$ cat src/rtl/v21_pkg.sv
package v21_pkg;

  typedef enum logic [1:0] {
    MODE_CMD       = 2'd0,
    MODE_RING      = 2'd1,
    MODE_HANDSHAKE = 2'd2,
    MODE_DATA      = 2'd3
  } mode_e;

  typedef enum logic [2:0] {
    ST_IDLE,
    ST_RING,
    ST_PRE,
    ST_ANSWER,
    ST_GAP,
    ST_DETECT,
    ST_HOLD,
    ST_DATA
  } seq_state_e;

  typedef enum logic [1:0] {
    TONE_OFF,
    TONE_MARK,
    TONE_SPACE,
    TONE_ANSWER
  } tone_e;

  function automatic int ms_to_ticks(input int ms, input int tick_hz);
    return (ms * tick_hz + 999) / 1000;
  endfunction

  function automatic int half_clocks(input int clk_hz, input int freq_hz);
    return (clk_hz + freq_hz) / (2 * freq_hz);
  endfunction

  function automatic mode_e mode_of(input seq_state_e s);
    case (s)
      ST_IDLE:           return MODE_CMD;
      ST_RING:           return MODE_RING;
      ST_DATA:           return MODE_DATA;
      default:           return MODE_HANDSHAKE;
    endcase
  endfunction

endpackage

$ cat src/rtl/v21_tone_gen.sv
module v21_tone_gen
  import v21_pkg::*;
#(
  parameter int CLK_HZ   = 1024000,
  parameter int MARK_HZ  = 1650,
  parameter int SPACE_HZ = 1850,
  parameter int ANS_HZ   = 2100
) (
  input  logic  clk,
  input  logic  rst,
  input  tone_e tone,
  output logic  wave
);

  localparam int HALF_MARK  = half_clocks(CLK_HZ, MARK_HZ);
  localparam int HALF_SPACE = half_clocks(CLK_HZ, SPACE_HZ);
  localparam int HALF_ANS   = half_clocks(CLK_HZ, ANS_HZ);
  localparam int HALF_MAX   = (HALF_MARK > HALF_SPACE)
                              ? ((HALF_MARK > HALF_ANS) ? HALF_MARK : HALF_ANS)
                              : ((HALF_SPACE > HALF_ANS) ? HALF_SPACE : HALF_ANS);
  localparam int CW         = $clog2(HALF_MAX + 1);

  tone_e          sel_q;
  logic [CW-1:0]  cnt;
  logic [CW-1:0]  half_cur;

  always_comb begin
    case (sel_q)
      TONE_MARK:   half_cur = CW'(HALF_MARK);
      TONE_SPACE:  half_cur = CW'(HALF_SPACE);
      TONE_ANSWER: half_cur = CW'(HALF_ANS);
      default:     half_cur = CW'(HALF_MAX);
    endcase
  end

  always_ff @(posedge clk) begin
    if (rst) begin
      sel_q <= TONE_OFF;
      cnt   <= '0;
      wave  <= 1'b0;
    end else begin
      sel_q <= tone;
      if (tone == TONE_OFF) begin
        cnt  <= '0;
        wave <= 1'b0;
      end else if (tone != sel_q) begin
        cnt  <= '0;
      end else if (cnt == half_cur - 1'b1) begin
        cnt  <= '0;
        wave <= ~wave;
      end else begin
        cnt  <= cnt + 1'b1;
      end
    end
  end

endmodule

$ cat src/rtl/v21_carrier_mon.sv
module v21_carrier_mon #(
  parameter int DET_PERIODS = 152,
  parameter int LOSS_TICKS  = 30
) (
  input  logic clk,
  input  logic rst,
  input  logic tick,
  input  logic det_en,
  input  logic loss_en,
  input  logic period_ok,
  input  logic zc_pulse,
  output logic det_done,
  output logic carrier_lost
);

  localparam int DCW = $clog2(DET_PERIODS + 1);
  localparam int LCW = $clog2(LOSS_TICKS + 1);

  logic [DCW-1:0] det_cnt;
  logic [LCW-1:0] loss_cnt;
  logic           det_full;
  logic           loss_full;

  assign det_full  = (det_cnt == DCW'(DET_PERIODS));
  assign loss_full = (loss_cnt == LCW'(LOSS_TICKS));

  always_ff @(posedge clk) begin
    if (rst || !det_en) begin
      det_cnt <= '0;
    end else if (period_ok && !det_full) begin
      det_cnt <= det_cnt + 1'b1;
    end
  end

  always_ff @(posedge clk) begin
    if (rst || !loss_en || zc_pulse) begin
      loss_cnt <= '0;
    end else if (tick && !loss_full) begin
      loss_cnt <= loss_cnt + 1'b1;
    end
  end

  assign det_done     = det_full;
  assign carrier_lost = loss_full && !zc_pulse;

endmodule

$ cat src/rtl/v21_seq.sv
module v21_seq
  import v21_pkg::*;
#(
  parameter int PRE_T  = 45,
  parameter int ANS_T  = 990,
  parameter int GAP_T  = 23,
  parameter int HOLD_T = 180
) (
  input  logic  clk,
  input  logic  rst,
  input  logic  tick,
  input  logic  ring_edge,
  input  logic  off_hook,
  input  logic  tx_line,
  input  logic  det_done,
  input  logic  carrier_lost,
  output tone_e tone,
  output logic  det_en,
  output logic  loss_en,
  output mode_e mode
);

  localparam int MAX_AB = (PRE_T > ANS_T) ? PRE_T : ANS_T;
  localparam int MAX_CD = (GAP_T > HOLD_T) ? GAP_T : HOLD_T;
  localparam int MAX_T  = (MAX_AB > MAX_CD) ? MAX_AB : MAX_CD;
  localparam int DW     = $clog2(MAX_T + 1);

  seq_state_e     st, st_d;
  logic [DW-1:0]  dur;
  logic [DW-1:0]  lim;
  logic           timed;
  logic           dur_done;

  always_comb begin
    timed = 1'b1;
    case (st)
      ST_PRE:    lim = DW'(PRE_T);
      ST_ANSWER: lim = DW'(ANS_T);
      ST_GAP:    lim = DW'(GAP_T);
      ST_HOLD:   lim = DW'(HOLD_T);
      default: begin
        lim   = DW'(1);
        timed = 1'b0;
      end
    endcase
  end

  assign dur_done = tick && timed && (dur == lim - 1'b1);

  always_comb begin
    st_d = st;
    case (st)
      ST_IDLE:   if (ring_edge) st_d = ST_RING;
      ST_RING:   if (off_hook)  st_d = ST_PRE;
      ST_PRE:    if (dur_done)  st_d = ST_ANSWER;
      ST_ANSWER: if (dur_done)  st_d = ST_GAP;
      ST_GAP:    if (dur_done)  st_d = ST_DETECT;
      ST_DETECT: if (det_done)  st_d = ST_HOLD;
      ST_HOLD: begin
        if (carrier_lost)       st_d = ST_IDLE;
        else if (dur_done)      st_d = ST_DATA;
      end
      ST_DATA:   if (carrier_lost) st_d = ST_IDLE;
      default:                  st_d = ST_IDLE;
    endcase
  end

  always_ff @(posedge clk) begin
    if (rst) begin
      st   <= ST_IDLE;
      dur  <= '0;
      mode <= MODE_CMD;
    end else begin
      st   <= st_d;
      mode <= mode_of(st_d);
      if (st_d != st) begin
        dur <= '0;
      end else if (tick && timed) begin
        dur <= dur + 1'b1;
      end
    end
  end

  always_comb begin
    case (st)
      ST_ANSWER:                  tone = TONE_ANSWER;
      ST_DETECT, ST_HOLD:         tone = TONE_MARK;
      ST_DATA:                    tone = tx_line ? TONE_MARK : TONE_SPACE;
      default:                    tone = TONE_OFF;
    endcase
  end

  assign det_en  = (st == ST_DETECT);
  assign loss_en = (st == ST_HOLD) || (st == ST_DATA);

endmodule

$ cat src/rtl/v21_answer_tx.sv
module v21_answer_tx
  import v21_pkg::*;
#(
  parameter int CLK_HZ      = 1024000,
  parameter int TICK_HZ     = 300,
  parameter int MARK_HZ     = 1650,
  parameter int SPACE_HZ    = 1850,
  parameter int ANS_HZ      = 2100,
  parameter int PRE_MS      = 150,
  parameter int ANS_MS      = 3300,
  parameter int GAP_MS      = 75,
  parameter int HOLD_MS     = 600,
  parameter int LOSS_MS     = 100,
  parameter int DET_PERIODS = 152
) (
  input  logic       clk,
  input  logic       rst,
  input  logic       tick,
  input  logic       ring_edge,
  input  logic       off_hook,
  input  logic       tx_line,
  input  logic       zc_pulse,
  input  logic       period_ok,
  output logic       fsk_out,
  output logic [1:0] mode
);

  localparam int PRE_T  = ms_to_ticks(PRE_MS, TICK_HZ);
  localparam int ANS_T  = ms_to_ticks(ANS_MS, TICK_HZ);
  localparam int GAP_T  = ms_to_ticks(GAP_MS, TICK_HZ);
  localparam int HOLD_T = ms_to_ticks(HOLD_MS, TICK_HZ);
  localparam int LOSS_T = ms_to_ticks(LOSS_MS, TICK_HZ);

  tone_e tone;
  mode_e mode_q;
  logic  det_en, loss_en, det_done, carrier_lost;

  v21_seq #(
    .PRE_T (PRE_T),
    .ANS_T (ANS_T),
    .GAP_T (GAP_T),
    .HOLD_T(HOLD_T)
  ) u_seq (
    .clk         (clk),
    .rst         (rst),
    .tick        (tick),
    .ring_edge   (ring_edge),
    .off_hook    (off_hook),
    .tx_line     (tx_line),
    .det_done    (det_done),
    .carrier_lost(carrier_lost),
    .tone        (tone),
    .det_en      (det_en),
    .loss_en     (loss_en),
    .mode        (mode_q)
  );

  v21_carrier_mon #(
    .DET_PERIODS(DET_PERIODS),
    .LOSS_TICKS (LOSS_T)
  ) u_mon (
    .clk         (clk),
    .rst         (rst),
    .tick        (tick),
    .det_en      (det_en),
    .loss_en     (loss_en),
    .period_ok   (period_ok),
    .zc_pulse    (zc_pulse),
    .det_done    (det_done),
    .carrier_lost(carrier_lost)
  );

  v21_tone_gen #(
    .CLK_HZ  (CLK_HZ),
    .MARK_HZ (MARK_HZ),
    .SPACE_HZ(SPACE_HZ),
    .ANS_HZ  (ANS_HZ)
  ) u_tone (
    .clk (clk),
    .rst (rst),
    .tone(tone),
    .wave(fsk_out)
  );

  assign mode = mode_q;

endmodule

$ cat config.mk
export PLATFORM = sky130hd
export DESIGN_NAME = v21_answer_tx
export DESIGN_NICKNAME = d
export VERILOG_FILES = /design/src/rtl/v21_pkg.sv /design/src/rtl/v21_tone_gen.sv /design/src/rtl/v21_carrier_mon.sv /design/src/rtl/v21_seq.sv /design/src/rtl/v21_answer_tx.sv
export SDC_FILE = /design/constraint.sdc
export NUM_CORES = 1
export LEC_CHECK = 0
export ABC_CLOCK_PERIOD_IN_PS = 2550
export BUFFER_PORTS_ARGS = -buffer_cell sky130_fd_sc_hd__buf_2
export CAP_MARGIN = 20
export CORE_AREA = 4 4 63 76
export CTS_BUF_LIST = sky130_fd_sc_hd__clkbuf_8
export CTS_CLUSTER_SIZE = 25
export DETAILED_ROUTE_END_ITERATION = 6
export DIE_AREA = 0 0 67 80
export GPL_TIMING_DRIVEN = 0
export PLACE_DENSITY = 0.8
export SYNTH_ARGS = -nofsm -noshare
export SYNTH_HDL_FRONTEND = slang
export SYNTH_SLANG_ARGS = --single-unit
$ cat constraint.sdc
create_clock -name clk -period 2.55 [get_ports clk]
set_input_delay 0.255 -clock clk [delete_from_list [all_inputs] [get_ports clk]]
set_output_delay 0.255 -clock clk [all_outputs]
set_load 0.01 [all_outputs]
Word level (Yosys, flattened, before mapping) --
Index checks and enable logic that the tools add are counted. Widths: inputs -> output; s select.
Operators by class: shift-type cells 0, bitwise gates (word level) 2, $mul 0, eq/ne operators 17, multiplexer cells 16, $lt $le $gt $ge 0, div/mod/pow operators 0, $add $sub $neg 6, reduce and logical (&&, ||, !) cells 23
Operators by type and width (count):
- $pmux 10 s4 | 1
- $mux 3 | 9
- $pmux 3 s8 | 1
- $pmux 9 s2 | 1
- $eq 3x3->1 const B | 5
- $pmux 2 s3 | 2
- $add 10x1->10 const B | 1
- $eq 10x10->1 | 1
- $sub 10x1->10 const B | 1
- $add 9x1->9 const B | 1
- $eq 9x9->1 | 1
- $sub 9x1->9 const B | 1
- $add 8x1->8 const B | 1
- $eq 8x8->1 const B | 1
- $reduce_or 4->1 | 2
- $eq 3x1->1 const B | 2
- $eq 3x2->1 const B | 2
- $logic_not 3->1 | 2
- $reduce_or 2->1 | 3
- $add 5x1->5 const B | 1
- $eq 5x5->1 const B | 1
- $logic_and 1x1->1 | 5
- $logic_not 1->1 | 5
- $eq 2x2->1 const B | 2
- 8 further kinds | 12
Word-level totals: bits in writable memories 0, ROM bits 0, logic and storage cells 72, memories kept 0, output and inout port bits 3, latch bits 0, bits of input ports 8, register bits after elaboration 40

Longest topological paths before layout --
depth in word-level cells 10, depth in mapped cells 9, gate-level depth less buffers 8

Modules after synthesis --
Synthesis repeated with hierarchy kept, for this count alone.
Unflattened totals: cell total of the unflattened synthesis 281, area total of the unflattened synthesis 2331.0 um2
By module, submodules not included:
- v21_seq | cells each 144, seq. area each 300.3 um2, times used 1, area each 1088.5 um2
- v21_carrier_mon | cells each 77, seq. area each 260.2 um2, times used 1, area each 658.1 um2
- v21_tone_gen | cells each 60, seq. area each 240.2 um2, times used 1, area each 584.3 um2

Least setup slack after synthesis --
Ideal clock, no wire load.
path kind reg-to-reg, start reg u_seq.st[2], end reg u_seq.dur[0], buffers on the path 2, data required time 2.404 ns, library setup time 0.146 ns, stages on the path, launching flop included 10, arrival time 2.296 ns, setup slack 0.108 ns, clock period less this slack 2.442 ns, cell sequence dfxtp_1 buf_2 buf_1 a21oi_1 ha_1 xor2_1 nand3_1 a221o_1 o41ai_4 a211oi_1
Between the ends: word-level cells in the longest chain between the ends 10, elaborated cells between the ends (all ways) 27, those cells by class 1 x add/sub; 9 x eq/ne; 12 x mux; 5 x reduce/logical
RTL lines:
- start: declaration | line v21_seq.sv:28 | seq_state_e st, st_d;
- start signal: assignment | line v21_seq.sv:74 | st <= st_d;
- $eq 3x3->1 or $eq 3x2->1 (tied branches) | line v21_seq.sv:36, v21_seq.sv:52
- $pmux 10 s4 or $reduce_or 4->1 (tied branches)
- $sub 10x1->10 or $mux 1 (tied branches) | line v21_seq.sv:48, v21_seq.sv:36
- $eq 10x10->1 or $logic_and 1x1->1 (tied branches) | line v21_seq.sv:48, v21_seq.sv:78
- $logic_and 1x1->1 | line v21_seq.sv:48 | assign dur_done = tick && timed && (dur == lim - 1'b1);
- $mux 3 | line v21_seq.sv:61 | else if (dur_done) st_d = ST_DATA;
- $mux 3 | line v21_seq.sv:60 | if (carrier_lost) st_d = ST_IDLE;
- $pmux 3 s8 | line v21_seq.sv:52 | case (st)
- $ne 3x3->1 | line v21_seq.sv:76 | if (st_d != st) begin
- $reduce_or 2->1 (no line)
- end signal: assignment | line v21_seq.sv:79 | dur <= dur + 1'b1;
- end: declaration | line v21_seq.sv:29 | logic [DW-1:0] dur;
Parallel ways exist; a longest one is shown, timed or not. A chain may end at the register's enable or synchronous reset.

Worst setup path after layout --
start reg u_seq.st[0], end reg u_seq.dur[8]
The elaborated chain is that of the path after synthesis.

==> flow_summary.toml <==
[power]
pwr-share-comb = 0.126
seq_power_share = 0.548
ir_drop_uv = 333
power.density_nw_per_um2 = 472
leakagePower_uw = 0.000863
p_sw_uw = 303
swShare = 0.257
intPower_uw = 873
p_clk_frac = 0.325

[yosys]
ys_seq_elements = 40
syn_avg_cell_area_um2 = 8.40
ys_warn_count = 0
synth_area_um2 = 2230
syn_inst = 265
synth_edf_count = 0
synth-async-reset-ratio = 0
ys.flop_type = "dfxtp_1"
synthesis.nets = 280
synth.distinct_cells = 48
synth_seq_area_share = 0.360

[floorplan]
dieHeight_um = 80
dieArea_um2 = 5360
num_rows = 25
fp.dieW_um = 67
io_pins = 11
start_util = 0.561
core_um2 = 3970

[drt]
wl_mm = 4.44
wl_per_cell_um = 13.1
vias = 1905
drtIter0Drc = 102
firstDrtPassIters = 4
antenna_left = 0
drc = 0
viasPerCell = 5.62

[cts]
cts.path.max_buffers = 2
cts_buffers = 5
cts_tree = "built"
cts_root_buf = "clkbuf_8"
cts_hold_buf = 0
clock_sinks = 40
clkTransAtPathRegs_ps = 70
clk_latency_ps = 290
htree_levels = 2

[timing]
finalHoldViolCount = 0
period_share = 0.947
relSlewSlack = 0.556
final.min_clock_period_ps = 2420
maxSlewViolCount = 0
worst_pin_slew_ps = 664
fmax_mhz = 414
setup_slack_ps = 134
final-setup-viol-count = 0
skew_ps = 6.94

[critical_path]
reg2reg_from = "u_seq.st[0]"
crit_required_ps = 2700
cp-end-kind = "flip-flop"
worstPathArrival_ps = 2570
cp-start-kind = "flip-flop"
r2r-end = "u_seq.dur[8]"
path_cells = "buf_6 > xnor2_2 > nor2_1 > ha_1 > xor2_1 > nand3_1 > a221o_2 > o41ai_4 > buf_4 > a211oi_1"
worstSetupPathType = "reg -> reg"
cpPeakStageDelay_ps = 390
crit_slowest_cell = "a221o_2"
reg2reg_slack_ps = 130
r2r_cells = 10
crit_end = "u_seq.dur[8]"
startpoint = "u_seq.st[0]"
critPathMaxFanout = 10

[placement]
placedCellCount = 329
gp_congestion = 0.940
detailedPlace.worstSlack_ps = -346
io_buffer_count = 10
dp_hpwl_mm = 3.23
placed_area_um2 = 2340

[global_routing]
grt_max_degree = 12
grt_pass1_wl_mm = 7.89
grt_overflow = 0
grt_pass1_vias = 1825
grt_util_all_layers = 0.189
antenna_found_initial = 0

[finish]
nets = 300
seq_area_um2 = 803
multiInputGateArea_um2 = 1380
fillers = 358
mostFrequentLayoutCells = "nor2_1 (38), dfxtp_1 (38), xor2_1 (15)"
drive_above_1_share = 0.119
diodes = 0
fin_cells = 339
fin_util = 0.627
final_area_um2 = 2490
area_growth_pct = 11.9

[outcome]
outcome = "complete, no violations"

[job]
maxCapViolCount = 0

[min_path]
hold_class = "in -> reg"
critical path: cells and delay by family, from the launching register on:
kind	cells	cell delay [ps]
buffers and inverters	2	380
adders and majority gates	1	300
and+or+nand+nor	2	160
AOI/OAI and AO/OA	3	780
xor gates and xnor gates	2	270
DFF	1	380
logic make-up (layout without fill, tap and decap cells):
logic type                 after synthesis  in the layout  synth area share
and+or+nand+nor                        112            112             0.260
DFF                                     40             40             0.360
buffers and inverters                   19             39            0.0343
AOI/OAI and AO/OA                       56             56             0.183
muxes                                    3              3            0.0135
xor gates and xnor gates                27             27             0.106
adders and majority gates                8              8            0.0438
layout make-up:
| cell class | count | area share |
|---|---|---|
| multi-input cells | 206 | 0.553 |
| clock inverters | 2 | 0.00351 |
| repair buffers | 13 | 0.0291 |
| inverters | 11 | 0.0166 |
| clock buffers | 5 | 0.0276 |
| plain buffers | 8 | 0.0211 |
| flip-flops and latches | 40 | 0.322 |
| well taps | 54 | 0.0271 |
layer usage:
metal / up-vias / wire length [µm] / global-route usage
met5: - / 0 / 0
met4: 0 / 91 / 0.0872
met3: 9 / 109 / 0.0380
met2: 22 / 2200 / 0.320
met1: 883 / 2040 / 0.224
li1: 991 / - / -
sequential cells by signal, indices dropped and copies added (netlist names):
signal,flops
u_mon.loss_cnt,5
u_seq.st,3
u_tone.wave,1
u_seq.mode,2
u_tone.cnt,9
u_tone.sel_q,2
u_mon.det_cnt,8
u_seq.dur,10
worst min path at each step:
stage / from / endpoint / slack [ps] / cells past startpoint
3_3_place_gp: u_tone.wave / u_tone.wave / 460 / 2
6_report: tx_line / u_tone.sel_q[1] / 220 / 2
5_1_grt: tx_line / u_tone.sel_q[1] / 210 / 2
3_5_place_dp: u_tone.wave / u_tone.wave / 470 / 2
4_1_cts: tx_line / u_tone.sel_q[1] / 200 / 2
2_1_floorplan: rst / u_seq.st[1] / 320 / 1
per-stage QoR:
stage	hold WS [ps]	TNS, ps	power, µW
global placement	458	-3150	787
finish	218	0	1180
CTS	201	0	1190
floorplan	324	0	748
global route	206	-94.4	1240
detailed placement	467	-3570	789
synth_stat cells (2+ instances only):
cell,number,area share
nor2b_1,7,0.020
nand4_1,11,0.031
o21ai_0,10,0.022
xnor2_1,12,0.047
dfxtp_1,40,0.36
and3b_1,2,0.0079
xor2_1,15,0.059
or2_2,3,0.0084
nand3_1,9,0.020
and3_1,5,0.014
and2_1,3,0.0084
a22oi_1,2,0.0067
clkbuf_1,5,0.0084
o211ai_1,2,0.0067
nor3_1,5,0.011
nand2_1,13,0.022
nor2_1,39,0.066
mux2i_1,3,0.013
ha_1,7,0.039
nand4b_1,2,0.0079
o21bai_1,2,0.0067
o2111ai_1,4,0.016
a211oi_1,14,0.047
nor3b_1,3,0.010
or3_1,4,0.011
inv_1,11,0.019
a21oi_1,11,0.025
power groups by stage:
stage | Combinational (µW) | Sequential, µW | Clock, µW
floorplan | 91.8 | 657 | 0
global placement | 130 | 656 | 0
detailed placement | 132 | 657 | 0
CTS | 144 | 643 | 399
global route | 165 | 646 | 425
finish | 149 | 645 | 382
timing repair:
item / CTS / global route
pin swaps: 1 / 1
gates resized for setup: 6 / 8
setup endpoints to repair: 12 / 12
buffers inserted: 2 / 1
No activity file was read; power rests on OpenSTA's default activity.
